## config.mk

```make
export PLATFORM = sky130hd
export DESIGN_NAME = legacy_route_dec
export DESIGN_NICKNAME = d
export VERILOG_FILES = /design/src/rtl/lrd_pkg.sv /design/src/rtl/lrd_smram_ctl.sv /design/src/rtl/lrd_mem_map.sv /design/src/rtl/lrd_io_map.sv /design/src/rtl/legacy_route_dec.sv
export SDC_FILE = /design/constraint.sdc
export NUM_CORES = 1
export LEC_CHECK = 0
export BUFFER_PORTS_ARGS = -buffer_cell sky130_fd_sc_hd__buf_2
export CAP_MARGIN = 0
export CORE_MARGIN = 1
export CORE_UTILIZATION = 50
export CTS_BUF_LIST = sky130_fd_sc_hd__clkbuf_8
export CTS_CLUSTER_SIZE = 40
export DETAILED_ROUTE_END_ITERATION = 10
export GPL_TIMING_DRIVEN = 0
export PLACE_DENSITY = 0.89
export SYNTH_ARGS = -nofsm -noshare
export SYNTH_HDL_FRONTEND = slang
export SYNTH_SLANG_ARGS = --single-unit
```

## constraint.sdc

```tcl
create_clock -name clk_i -period 2.6 [get_ports clk_i]
set_clock_uncertainty 0.15 [all_clocks]
set_input_delay 0.13 -clock clk_i [delete_from_list [all_inputs] [get_ports clk_i]]
set_output_delay 0.13 -clock clk_i [all_outputs]
set_load 0.01 [all_outputs]
```

## src/rtl/lrd_pkg.sv

```systemverilog
package lrd_pkg;

    typedef enum logic [1:0] {
        KIND_MRD  = 2'd0,
        KIND_MWR  = 2'd1,
        KIND_IO   = 2'd2,
        KIND_RSVD = 2'd3
    } kind_e;

    localparam int TGT_W     = 5;
    localparam int TGT_DRAM  = 0;
    localparam int TGT_GFX   = 1;
    localparam int TGT_PCI   = 2;
    localparam int TGT_LOCAL = 3;
    localparam int TGT_REJ   = 4;

    typedef logic [TGT_W-1:0] tgt_t;

    localparam tgt_t T_DRAM  = tgt_t'(1) << TGT_DRAM;
    localparam tgt_t T_GFX   = tgt_t'(1) << TGT_GFX;
    localparam tgt_t T_PCI   = tgt_t'(1) << TGT_PCI;
    localparam tgt_t T_LOCAL = tgt_t'(1) << TGT_LOCAL;
    localparam tgt_t T_REJ   = tgt_t'(1) << TGT_REJ;

    typedef struct packed {
        logic hi_win;
        logic locked;
        logic open;
        logic enable;
    } smram_t;

    // Fixed legacy map
    localparam logic [31:0] VID_LO = 32'h000A_0000;
    localparam logic [31:0] VID_HI = 32'h000B_FFFF;
    localparam logic [31:0] HIW_LO = 32'h000C_0000;
    localparam logic [31:0] HIW_HI = 32'h000C_FFFF;

    // Configuration address dword; the data dword follows at +4
    localparam logic [15:0] CFG_PORT = 16'h0CF8;

endpackage

```

## src/rtl/lrd_smram_ctl.sv

```systemverilog
module lrd_smram_ctl
    import lrd_pkg::*;
(
    input  logic       clk_i,
    input  logic       rst_ni,
    input  logic       wr_i,
    input  logic [3:0] wdata_i,
    output logic       enable_o,
    output logic       open_o,
    output logic       hi_win_o
);

    smram_t cfg_d, cfg_q;

    always_comb begin
        cfg_d = cfg_q;
        if (wr_i && !cfg_q.locked) begin
            cfg_d.enable = wdata_i[0];
            cfg_d.open   = wdata_i[1] && !wdata_i[2];
            cfg_d.locked = wdata_i[2];
            cfg_d.hi_win = wdata_i[3];
        end
    end

    always_ff @(posedge clk_i or negedge rst_ni) begin
        if (!rst_ni) cfg_q <= '0;
        else         cfg_q <= cfg_d;
    end

    assign enable_o = cfg_q.enable;
    assign open_o   = cfg_q.open;
    assign hi_win_o = cfg_q.hi_win;


    lock_sticky_chk: assert property (@(posedge clk_i) disable iff (!rst_ni)
        cfg_q.locked |=> (cfg_q.locked && $stable(cfg_q)));


    lock_closed_chk: assert property (@(posedge clk_i) disable iff (!rst_ni)
        cfg_q.locked |-> !cfg_q.open);

endmodule

```

## src/rtl/lrd_mem_map.sv

```systemverilog
module lrd_mem_map
    import lrd_pkg::*;
#(
    parameter int ADDR_W    = 32,
    parameter int SEG_N     = 16,
    parameter int SEG_SHIFT = 14
) (
    input  logic [ADDR_W-1:0] addr_i,
    input  logic              is_write_i,
    input  logic              is_cpu_i,
    input  logic              in_smm_i,
    input  logic              vga_on_gfx_i,
    input  logic              smm_en_i,
    input  logic              smm_open_i,
    input  logic              smm_hi_i,
    input  logic [SEG_N-1:0]  shd_rd_i,
    input  logic [SEG_N-1:0]  shd_wr_i,
    output tgt_t              tgt_o
);

    localparam int SEG_IDX_W = (SEG_N > 1) ? $clog2(SEG_N) : 1;
    localparam logic [ADDR_W-1:0] A_VID_LO = ADDR_W'(VID_LO);
    localparam logic [ADDR_W-1:0] A_VID_HI = ADDR_W'(VID_HI);
    localparam logic [ADDR_W-1:0] A_HIW_LO = ADDR_W'(HIW_LO);
    localparam logic [ADDR_W-1:0] A_HIW_HI = ADDR_W'(HIW_HI);
    localparam logic [ADDR_W-1:0] SHD_SPAN = ADDR_W'(SEG_N) << SEG_SHIFT;

    logic                 in_vid, in_hiw, in_shd, smm_space, smm_grant, shd_hit;
    logic [SEG_IDX_W-1:0] seg;
    tgt_t                 video_tgt, shd_tgt;

    always_comb begin
        in_vid    = (addr_i >= A_VID_LO) && (addr_i <= A_VID_HI);
        in_hiw    = (addr_i >= A_HIW_LO) && (addr_i <= A_HIW_HI);
        in_shd    = (addr_i >= A_HIW_LO) && ((addr_i - A_HIW_LO) < SHD_SPAN);
        seg       = SEG_IDX_W'((addr_i - A_HIW_LO) >> SEG_SHIFT);
        shd_hit   = is_write_i ? shd_wr_i[seg] : shd_rd_i[seg];
        shd_tgt   = shd_hit ? T_DRAM : T_PCI;
        video_tgt = vga_on_gfx_i ? T_GFX : T_PCI;
        smm_space = smm_en_i && (in_vid || (in_hiw && smm_hi_i));
        smm_grant = is_cpu_i && (in_smm_i || smm_open_i);

        if (smm_space) begin
            if (!is_cpu_i)      tgt_o = T_REJ;
            else if (smm_grant) tgt_o = T_DRAM;
            else if (in_vid)    tgt_o = video_tgt;
            else                tgt_o = shd_tgt;
        end else if (in_vid) begin
            tgt_o = video_tgt;
        end else if (in_shd) begin
            tgt_o = shd_tgt;
        end else begin
            tgt_o = T_DRAM;
        end
    end

endmodule

```

## src/rtl/lrd_io_map.sv

```systemverilog
module lrd_io_map
    import lrd_pkg::*;
#(
    parameter int IO_W = 16
) (
    input  logic [IO_W-1:0] port_i,
    input  logic            is_cpu_i,
    input  logic [IO_W-1:0] base_i,
    input  logic [IO_W-1:0] limit_i,
    output tgt_t            tgt_o
);

    localparam logic [IO_W-1:0] CFG_DW = IO_W'(CFG_PORT) >> 3;

    logic cfg_hit, win_hit;

    always_comb begin
        cfg_hit = (port_i >> 3) == CFG_DW;
        win_hit = (port_i >= base_i) && (port_i <= limit_i);
        if (!is_cpu_i)    tgt_o = T_REJ;
        else if (cfg_hit) tgt_o = T_LOCAL;
        else if (win_hit) tgt_o = T_GFX;
        else              tgt_o = T_PCI;
    end

endmodule

```

## src/rtl/legacy_route_dec.sv

```systemverilog
module legacy_route_dec
    import lrd_pkg::*;
#(
    parameter int ADDR_W    = 32,
    parameter int IO_W      = 16,
    parameter int SEG_N     = 16,
    parameter int SEG_SHIFT = 14
) (
    input  logic              clk_i,
    input  logic              rst_ni,
    input  logic              req_valid_i,
    input  logic [ADDR_W-1:0] req_addr_i,
    input  logic [1:0]        req_kind_i,
    input  logic              req_cpu_i,
    input  logic              req_smm_i,
    input  logic              vga_on_gfx_i,
    input  logic [SEG_N-1:0]  shd_rd_en_i,
    input  logic [SEG_N-1:0]  shd_wr_en_i,
    input  logic [IO_W-1:0]   io_gfx_base_i,
    input  logic [IO_W-1:0]   io_gfx_limit_i,
    input  logic              smram_wr_i,
    input  logic [3:0]        smram_wdata_i,
    output logic              rsp_valid_o,
    output logic [TGT_W-1:0]  rsp_target_o,
    output logic [ADDR_W-1:0] rsp_addr_o
);

    localparam int UP_W = ADDR_W - IO_W;

    typedef struct packed {
        logic              valid;
        tgt_t              tgt;
        logic [ADDR_W-1:0] addr;
    } rsp_t;

    rsp_t  rsp_d, rsp_q;
    logic  smm_en, smm_open, smm_hi;
    tgt_t  mem_tgt, io_tgt;
    kind_e kind;

    lrd_smram_ctl u_smram (
        .clk_i    (clk_i),
        .rst_ni   (rst_ni),
        .wr_i     (smram_wr_i),
        .wdata_i  (smram_wdata_i),
        .enable_o (smm_en),
        .open_o   (smm_open),
        .hi_win_o (smm_hi)
    );

    lrd_mem_map #(
        .ADDR_W    (ADDR_W),
        .SEG_N     (SEG_N),
        .SEG_SHIFT (SEG_SHIFT)
    ) u_mem (
        .addr_i       (req_addr_i),
        .is_write_i   (req_kind_i == KIND_MWR),
        .is_cpu_i     (req_cpu_i),
        .in_smm_i     (req_smm_i),
        .vga_on_gfx_i (vga_on_gfx_i),
        .smm_en_i     (smm_en),
        .smm_open_i   (smm_open),
        .smm_hi_i     (smm_hi),
        .shd_rd_i     (shd_rd_en_i),
        .shd_wr_i     (shd_wr_en_i),
        .tgt_o        (mem_tgt)
    );

    lrd_io_map #(
        .IO_W (IO_W)
    ) u_io (
        .port_i   (req_addr_i[IO_W-1:0]),
        .is_cpu_i (req_cpu_i),
        .base_i   (io_gfx_base_i),
        .limit_i  (io_gfx_limit_i),
        .tgt_o    (io_tgt)
    );

    always_comb begin
        kind        = kind_e'(req_kind_i);
        rsp_d       = '0;
        rsp_d.valid = req_valid_i;
        if (req_valid_i) begin
            unique case (kind)
                KIND_MRD, KIND_MWR: begin
                    rsp_d.tgt  = mem_tgt;
                    rsp_d.addr = req_addr_i;
                end
                KIND_IO: begin
                    rsp_d.tgt  = io_tgt;
                    rsp_d.addr = {{UP_W{1'b0}}, req_addr_i[IO_W-1:0]};
                end
                default: begin
                    rsp_d.tgt  = T_REJ;
                    rsp_d.addr = req_addr_i;
                end
            endcase
        end
    end

    always_ff @(posedge clk_i or negedge rst_ni) begin
        if (!rst_ni) rsp_q <= '0;
        else         rsp_q <= rsp_d;
    end

    assign rsp_valid_o  = rsp_q.valid;
    assign rsp_target_o = rsp_q.tgt;
    assign rsp_addr_o   = rsp_q.addr;


    rsp_follows_chk: assert property (@(posedge clk_i) disable iff (!rst_ni)
        req_valid_i |=> rsp_valid_o);


    tgt_onehot_chk: assert property (@(posedge clk_i) disable iff (!rst_ni)
        rsp_valid_o |-> ($countones(rsp_target_o) == 1));


    master_smm_rej_chk: assert property (@(posedge clk_i) disable iff (!rst_ni)
        (req_valid_i && !req_cpu_i && smm_en && (req_kind_i != 2'd2) && (req_kind_i != 2'd3)
         && (req_addr_i >= ADDR_W'(VID_LO)) && (req_addr_i <= ADDR_W'(VID_HI)))
        |=> (rsp_target_o == T_REJ));


    vid_no_dram_chk: assert property (@(posedge clk_i) disable iff (!rst_ni)
        (req_valid_i && !smm_en && (req_kind_i != 2'd2) && (req_kind_i != 2'd3)
         && (req_addr_i >= ADDR_W'(VID_LO)) && (req_addr_i <= ADDR_W'(VID_HI)))
        |=> !rsp_target_o[TGT_DRAM]);


    io_no_dram_chk: assert property (@(posedge clk_i) disable iff (!rst_ni)
        (req_valid_i && (req_kind_i == 2'd2)) |=> !rsp_target_o[TGT_DRAM]);


    io_wrap_chk: assert property (@(posedge clk_i) disable iff (!rst_ni)
        (req_valid_i && (req_kind_i == 2'd2)) |=> (rsp_addr_o[ADDR_W-1:IO_W] == '0));

endmodule

```

==> metrics.txt <==
maximum VDD drop 0.2384 mV; Synth top area share 39.47%; FMAX 414.8 MHz; Yosys cell types 47; global-route wire length before repair 12.30 mm; Slew @ Worst Pin about 0.9 ns; drt via density 5.143; Port-buffer cells 144; slowest cell on the critical path dlygate4sd3_1; grt ovf 0; power share of the combinational group 27.2%; cell taking the most area after synthesis dfrtp_1; CTS sink cnt 42; period utilization 92.72%; Skew-Pair Late Insertion Delay 0.29 ns; TritonCTS clock tree done; worst min-delay path class input port to flip-flop; starting DRC count in detailed routing 92; normalized max-slew margin roughly two fifths; Final Instance Area 3924 µm²; synth top area cells dfrtp_1, ha_1, and2_1, inv_1, mux4_2; Max clock buf depth 2; total chip power roughly 1.6 mW; Die Ht approximately 75 µm; EDFF count, synth 0; crit-path max cell delay between 0.5 and 0.6 ns; sequential power share between 40% and 50%; Routed WL 7.873 mm; PostCTS Resize Cnt 0; Slew Viols, Final 0; run status finished clean; share of layout cells above drive strength 1 38.17%; Netlist Area Pre-Place 2663 µm²; endpoint type of the worst setup path flip-flop; # setup viols final 0; I/O pin count 147; most common cell after layout, fill and taps aside buf_2; Internal Power approximately 1.1 mW; Final TNS setup 0 ns; crit path DAT 2.41 ns; Syn Area/Cell 10.24 µm²; HPWL Detailed 5.706 mm; GR Util All Layers 29.66%; switching part of the total 29.43%; Sw Pwr 0.4616 mW; die footprint 5621 µm²; CP Max Fanout 3; yosys warns 0; crit path cell chain dlygate4sd3_1 -> buf_2 -> ha_1 -> a2111oi_0 -> o21ai_1 -> a2111oi_2 -> o31ai_1 -> o311ai_0 -> o32ai_1; htree depth 2; Pre-antenna DRT Iters 4; Post-Syn Instances 260; dpl cell area 3471 µm²; core area 5107 µm²; Hold Worst Slack 0.005733 ns; fin crit period ~2.4 ns; vias between 2k and 3k; clk slew on worst S/H paths around 0.090 ns; initial antenna violation count 0; leakage dissipation 2.126 nW; top_reg_cell synth dfrtp_1; clock buffer count from CTS 5; Routed wire per std cell between 15 and 20 µm; initial core utilization between 50% and 60%; drc violations 0; post-synth net total ~400; ANT cells 0; RSZ-0062 raised after global routing no; final hold vios 0; Seq/Total Area, Yosys 39.47%; num rows 26; Crit Path Class input port to flip-flop; gpl congestion 0.7999; Die Span X roughly 75 µm; Setup crit start kind input port; largest net degree at the start of global routing 43; post-synthesis register bit count 42; CTS root buffer clkbuf_8; Post-synth ARST share 100.0%; worst endpoint required time 2.60 ns; Detail Route Antenna Nets 0; clock network power share between 20% and 30%; PwrDens 399.7 nW/µm²; layout net count 588; synthesis-to-finish area growth 47.37%; max-cap violations 0; final core utilization 76.83%; most frequent cells in the layout buf_2, dfrtp_1, inv_1; vias in the first global route 2,813
## sequential cells by signal (all words and copies together), names as in the netlist
register	cells
u_smram.open_o	1
rsp_addr_o	32
u_smram.hi_win_o	1
u_smram.cfg_q	1
rsp_valid_o	1
u_smram.enable_o	1
rsp_target_o	5
## worst max-delay path, delay by kind of cell
family | cells | cell delay, ns
AO/OA/AOI/OAI | 6 | 1.40
adder cells (fa/ha/maj) | 1 | 0.21
buffers and inverters | 2 | 0.67
## routing by layer
layer	vias to the layer above	routed length, µm	track usage, %
met4	0	314	16.14
met5	-	0	0
met3	31	393	5.489
met1	1220	2851	29.52
met2	124	4313	57.56
li1	1289	-	-
## logic make-up (layout without fill, tap and decap cells)
kind of cell	Yosys count	in the layout	share of synthesized area, %
AND/OR/NAND/NOR	82	82	17.95
AO/OA/AOI/OAI	44	44	11.42
flip-flops	42	42	39.47
adder cells (fa/ha/maj)	32	32	15.04
buffers and inverters	46	234	7.471
multiplexers	14	14	8.647
## repair_timing
action / in CTS / in global routing
setup buffers: 0 / 0
hold buffers: 36 / 0
endpoints found under the hold margin: 76 / 0
## power groups by stage
stage / logic [mW] / registers (mW) / clock network [mW]
floorplan: 0.180 / 0.731 / 0
finish: 0.426 / 0.704 / 0.438
CTS: 0.420 / 0.703 / 0.443
detailed placement: 0.378 / 0.716 / 0
global route: 0.475 / 0.709 / 0.475
global placement: 0.360 / 0.715 / 0
## through the flow
| step | worst slack (ns) | std cells |
|---|---|---|
| 4_1_cts | 0.2611 | 518 |
| 6_report | 0.1894 | 518 |
| 2_1_floorplan | 0.8234 | 260 |
| 3_5_place_dp | 0.3669 | 474 |
| 3_3_place_gp | 0.3958 | 474 |
| 5_1_grt | 0.006954 | 518 |
## layout make-up
cell class	instances	area (µm²)
Multi-Input combinational cell	172	1413
Fill cell	354	1184
Timing Repair Buffer	180	1081
Sequential cell	42	1051
Inverter	39	146.4
Tap cell	70	87.58
Clock buffer	5	68.82
Buffer	7	52.55
Clock inverter	3	23.77
## path summary, 6_finish.rpt
kind | from | endpoint | slack, ns | cells past startpoint
min in group asynchronous | rst_ni | rsp_addr_o[21]$_DFF_PN0_ | 0.34 | 2
max in group asynchronous | rst_ni | rsp_addr_o[3]$_DFF_PN0_ | 1.39 | 2
worst min register to register | u_smram.hi_win_o$_DFFE_PN0P_ | u_smram.hi_win_o$_DFFE_PN0P_ | 0.38 | 1
worst max register to register | u_smram.hi_win_o$_DFFE_PN0P_ | rsp_target_o[1]$_DFF_PN0_ | 0.93 | 6
worst min-delay path | req_kind_i[0] | rsp_target_o[3]$_DFF_PN0_ | 0.006 | 4
worst max-delay path | req_addr_i[2] | rsp_target_o[1]$_DFF_PN0_ | 0.19 | 9
## cells in the mapped netlist (all sizes together) (2+ instances only)
cell      n
nor3      5
nand4     6
nor4b     3
clkbuf    4
dfrtp    42
o211ai    2
a2111oi   2
inv      39
mux2      6
nor3b     2
ha       32
o22ai     2
nor2     10
o21ai    11
and2     33
nor2b     4
mux4      6
nand2     6
a21oi    10
a21o      3
buf       3
a221oi    2
mux2i     2
nand3     6
nand2b    3
(Power assumes the default switching activity.)
